<file path="src/rtl/dispatch_pkg.sv">
package dispatch_pkg;

    localparam int RES_W     = 5;
    localparam int REG_SEL_W = RES_W - 1;
    localparam int AM_W      = 3;

    typedef logic [RES_W-1:0] res_name_t;

    typedef enum logic [AM_W-1:0] {
        AM_PLAIN       = 3'd0,
        AM_AREG_IND    = 3'd1,
        AM_AREG_D16    = 3'd2,
        AM_AREG_IDX8   = 3'd3,
        AM_AREG_IDX_BD = 3'd4,
        AM_PC_D16      = 3'd5,
        AM_PC_IDX8     = 3'd6,
        AM_PC_IDX_BD   = 3'd7
    } am_class_e;

    typedef struct packed {
        logic ea_ok;
        logic mem_ok;
        logic reg_ok;
        logic grant;
    } pair_verdict_t;

    function automatic logic res_is_reg(res_name_t n);
        return n[RES_W-1];
    endfunction

    function automatic logic am_fits_secondary(am_class_e m);
        logic ok;
        case (m)
            AM_PLAIN, AM_AREG_IND, AM_AREG_D16, AM_AREG_IDX8: ok = 1'b1;
            default:                                          ok = 1'b0;
        endcase
        return ok;
    endfunction

    function automatic logic res_collides(res_name_t src, res_name_t dst_a, res_name_t dst_b);
        return res_is_reg(src) && ((src == dst_a) || (src == dst_b));
    endfunction

endpackage

</file>
<file path="src/rtl/dsp_reg_hazard.sv">
module dsp_reg_hazard
    import dispatch_pkg::*;
#(
    parameter int NUM_SRC = 2
) (
    input  logic [NUM_SRC*RES_W-1:0] src_names,
    input  res_name_t                dst_addr,
    input  res_name_t                dst_exec,
    output logic                     reg_ok
);
    logic [NUM_SRC-1:0] hit;

    for (genvar i = 0; i < NUM_SRC; i++) begin : g_src
        res_name_t name_i;
        assign name_i = src_names[i*RES_W +: RES_W];
        assign hit[i] = res_collides(name_i, dst_addr, dst_exec);
    end

    assign reg_ok = ~|hit;
endmodule

</file>
<file path="config.mk">
export PLATFORM = sky130hd
export DESIGN_NAME = dsp_reg_hazard
export DESIGN_NICKNAME = d
export VERILOG_FILES = /design/src/rtl/dispatch_pkg.sv /design/src/rtl/dsp_reg_hazard.sv
export SDC_FILE = /design/constraint.sdc
export NUM_CORES = 1
export LEC_CHECK = 0
export ABC_AREA = 1
export BUFFER_PORTS_ARGS = -buffer_cell sky130_fd_sc_hd__buf_2
export CAP_MARGIN = 5
export CORE_AREA = 2 2 39 41
export DETAILED_ROUTE_END_ITERATION = 16
export DIE_AREA = 0 0 41 43
export PLACE_DENSITY = 0.57
export SYNTH_ARGS = -nofsm -noshare
export SYNTH_HDL_FRONTEND = slang
export SYNTH_SLANG_ARGS = --single-unit
</file>
<file path="constraint.sdc">
create_clock -name vclk -period 1.1
set_input_delay 0.22 -clock vclk [all_inputs]
set_output_delay 0.22 -clock vclk [all_outputs]
set_load 0.01 [all_outputs]
</file>
# After elaboration in Yosys (flattened, before gate mapping)
# Cells that the tools add are included.
# classes
mul	0
mux	0
shifts	0
n_eq_ne	4
add_sub_neg	0
n_bitwise	0
n_lt_le_gt_ge	0
div_mod_pow	0
n_reduce_logical	6
# op_table
cell	count
$eq A5 B5 Y1	4
$logic_and A1 B1 Y1	2
$logic_or A1 B1 Y1	2
$reduce_or A2 Y1	1
$logic_not A1 Y1	1
# totals
latch_bits	0
ramBits	0
out_inout_bits	1
reg_bits	0
in_bits	20
romBits	0
memories	0

# Longest topological paths before layout
# logic_depth
ltp_word	5
mapped_depth	9

# Worst setup path before layout
# No wires, ideal clock.
# synth_path
kind	in2out
startpoint	input dst_addr[1]
endpoint	output reg_ok
cell_stages	9
setup_slack_ns	0.189
required_time_ns	0.880
arrival_ns	0.691
path_cell_list	inv_1 nand2_1 nand2_1 nor2_1 nand3_1 nand2_1 nand2_1 nand2_1 inv_1
# synth_via
elab_chain_cells	5
elab_cells_between_ends	8
# synth_rtl
element	line	text
from (decl)	dsp_reg_hazard.sv:7	input res_name_t dst_addr,
$eq A5 B5 Y1	dispatch_pkg.sv:41	return res_is_reg(src) && ((src == dst_a) || (src == dst_b));
$logic_or A1 B1 Y1	dispatch_pkg.sv:41	
$logic_and A1 B1 Y1	dispatch_pkg.sv:41	
$reduce_or A2 Y1 (*)	dsp_reg_hazard.sv:19	assign reg_ok = ~|hit;
$logic_not A1 Y1 (*)	dsp_reg_hazard.sv:19	
to (decl)	dsp_reg_hazard.sv:9	output logic reg_ok
# Mark *: on every way between the ends. The rest lies on a longest branch, timed or not.

# Worst setup path after layout
# layout_path
startpoint	input src_names[5]
endpoint	output reg_ok
# layout_via
elab_chain_cells	5
elab_cells_between_ends	6
# layout_rtl
element	line	text
from (decl)	dsp_reg_hazard.sv:6	input logic [NUM_SRC*RES_W-1:0] src_names,
$eq A5 B5 Y1	dispatch_pkg.sv:41	
$logic_or A1 B1 Y1 (*)	dispatch_pkg.sv:41	
$logic_and A1 B1 Y1 (*)	dispatch_pkg.sv:41	
$reduce_or A2 Y1 (*)	dsp_reg_hazard.sv:19	
$logic_not A1 Y1 (*)	dsp_reg_hazard.sv:19	
# Marks and branches as above.

==> results.md <==
| Quantity | This run | Unit |
|:---|:---|:---|
| Result of the run | complete, but fails checks | - |
| Violated checks | setup timing | - |
| Count of hold buffers inserted by post-cts repair | 0 | - |
| Number of hold violations in the final report | 0 | - |
| Slew at the pin closest to its max-slew limit | 130 | ps |
| Tmin final | 1140 | ps |
| GRT overflow | 0 | - |
| Setup repair after global routing missed its margin | yes | - |
| WS Path Type | input pin to primary output | - |
| Number of antenna-violating nets in the routed design | 0 | - |
| Port Buffers | 21 | - |
| Clock buffer cells | 0 | - |
| Fraction of the mapped netlist area in compound gates | 4.20 | % |
| Net count of the mapped netlist | 94 | - |
| Post-synthesis mux area share | 0 | % |
| DP Wirelength | 725 | µm |
| Antenna violations before repair | 0 | - |
| Main combinational cell family by area after synthesis | simple AND/OR/NAND/NOR gates | - |
| Total die area | 0.00176 | mm² |
| Number of global-route vias before repair | 344 | - |
| Register cell area after layout | 0 | µm² |
| Fraction of layout cells with a size suffix above 1 | 37.9 | % |
| Largest cells by area after synthesis | nand2_1 (48%), inv_1 (19%), nor2_1 (16%), nand3_1 (6.7%), xnor2_1 (5.9%) | - |
| Clk pwr share | 0 | % |
| Count of endpoints failing setup in the final report | 1 | - |
| Filler-free cell count of the finished design | 111 | - |
| Share of the synthesized netlist area taken by xor and xnor gates | 5.88 | % |
| Count of sequential standard cells | 0 | - |
| F_max | 877 | MHz |
| Yosys warning count | 0 | - |
| Detailed-routing iteration count for the pre-antenna-repair pass | 2 | - |
| Die extent in x | 41 | µm |
| Remaining routing DRC violations | 0 | - |
| Syn_area_per_cell | 4.02 | µm² |
| Gate count after technology mapping | 74 | - |
| Final critical-path share of the clock period | 104 | % |
| Vias after detailed routing | 451 | - |
| Switching share of power | 44.1 | % |
| Switching component of the power | 0.0000813 | W |
| Largest fanout on the critical path | 3 | - |
| Share of synthesized cell area in and, or, nand and nor gates | 71.0 | % |
| Tot Pwr | 0.000184 | W |
| Post-Place Cells | 111 | - |
| Nature of the critical path startpoint | input pin | - |
| Worst Hold Margin | 745 | ps |
| Placer Congestion | 0.746 | - |
| Number of antenna cells inserted | 0 | - |
| Worst Path Buf+Inv | 3 | - |
| Placeable Area | 0.00138 | mm² |
| Internal | 0.000103 | W |
| Top-area cell type share of the netlist area | 47.9 | % |
| Hold crit path type | input pin to primary output | - |
| Violation count after the first detailed-routing iteration | 4 | - |
| Worst-path cell with the longest stage delay | buf_2 | - |
| Max Cap Violations | 0 | - |
| Synthesized-area fraction occupied by adder cells | 0 | % |
| Post-route worst setup slack | -40.3 | ps |
| Worst path most repeated cell | nand2_1 | - |
| Fin nets | 117 | - |
| Pwr/cell area | 341 | mW/mm² |
| GRT Resource Usage Total | 9.19 | % |
| Die Y | 43 | µm |
| Via count normalized by instance count | 4.06 | - |
| Cell area after synthesis | 298 | µm² |
| Number of placed I/O pins | 21 | - |
| Wire length of the first global-routing pass | 1210 | µm |
| P&R area growth vs syn | 81.5 | % |
| Aggregate routed wire length | 840 | µm |
| Footprint of the multi-input gates | 256 | µm² |
| Sequential area share after synthesis | 0 | % |
| Count of distinct cell types in the synthesized netlist | 7 | - |
| Top cell type by total area after synthesis | nand2_1 | - |
| Pleak | 0.334 | nW |
| Routed length per instance | 7.57 | µm |
| Leading cell type by number of instances after synthesis | nand2_1 | - |
| Site row count | 14 | - |
| Post-CTS Setup Bufs | 0 | - |
| Crit path capture type | primary output | - |
| Number of filler instances in the final layout | 163 | - |
| Final Util | 39.1 | % |
| Max rail drop VDD | 107 | µV |
| Pin count of the biggest net entering global routing | 5 | - |
| Most numerous cell types in the synthesized netlist | nand2_1 (38), inv_1 (15), nor2_1 (13), nand3_1 (4), xnor2_1 (2) | - |
| Arrival time at the worst endpoint | 920 | ps |
| Ordered cell list for the critical path | buf_8 > nor2_2 > nor2_1 > nor2_1 > nand3_1 > nand2_1 > nand2_1 > nand2_1 > inv_1 > buf_2 | - |
| Initial cell density of the core | 21.5 | % |
| Required @ worst endpoint | 880 | ps |
| Seq pwr share | 0 | % |
| Kind of cell with the highest combined delay on the critical path | simple AND/OR/NAND/NOR gates | - |
| Normalized max-slew margin | 91.2 | % |
| Logic pwr share | 100.0 | % |
| Max Slew Vio Count | 0 | - |
| Delay of the slowest critical-path stage | 120 | ps |
## cell families after synthesis
| kind of cell | count (synthesis) |
|---|---|
| XOR/XNOR | 2 |
| buffers and inverters | 15 |
| AND/OR/NAND/NOR | 55 |
| AO/OA/AOI/OAI | 2 |
## worst min-delay path, stage by stage
cell and delay, ps:
buf_2 70, nand2_1 40, nand2_1 40, inv_1 30, buf_2 120
## power by group through the flow
| stage | logic, W | registers [W] | clock network (W) |
|---|---|---|---|
| finish | 0.000184 | 0 | 0 |
| global route | 0.000204 | 0 | 0 |
| CTS | 0.000176 | 0 | 0 |
| detailed placement | 0.000136 | 0 | 0 |
| global placement | 0.000135 | 0 | 0 |
| floorplan | 0.0000732 | 0 | 0 |
## stage by stage
step / setup TNS (ps) / instance area, µm² / setup slack [ps]
after floorplan: 0 / 298 / 189
after global placement: -99.8 / 423 / -99.8
after detailed placement: -83.6 / 423 / -83.6
after CTS: -56.0 / 517 / -56.0
after global routing: -149 / 541 / -149
final: -40.3 / 541 / -40.3
## metal layers
layer  GRT usage (%)  part of all wire (%)  routed length (µm)
met5               0                     0                   0
met4               0                     0                   0
met3               0                   5.6                  47
met2            15.6                    46                 389
met1            13.3                    48                 403
## final cells by class
type | instances | area share, %
Timing Repair Buffer | 21 | 38.0
Inverter | 15 | 10.9
Tap cell | 16 | 3.70
Multi-Input combinational cell | 59 | 47.5
## layout by cell type, fill, tap and decap left out, drive strengths merged
cell	netlist	final
xnor2	2	2
o21ai	1	1
nor2	13	13
nand3	4	4
o21a	1	1
buf	0	21
nand2	38	38
inv	15	15
## path summary, 6_finish.rpt
kind | startpoint | endpoint | slack [ps] | cells after the start
worst min-delay path | src_names[4] | reg_ok | 750 | 5
worst max-delay path | src_names[5] | reg_ok | -40 | 10
## repair_timing
| item | 4_1_cts | 5_1_grt |
|---|---|---|
| setup endpoints to repair | 1 | 1 |
| pin swaps | 18 | 16 |
| gates resized for setup | 26 | 9 |
| hold endpoints to repair | 0 | 0 |
Note: power is estimated with default switching activity, not from simulation.
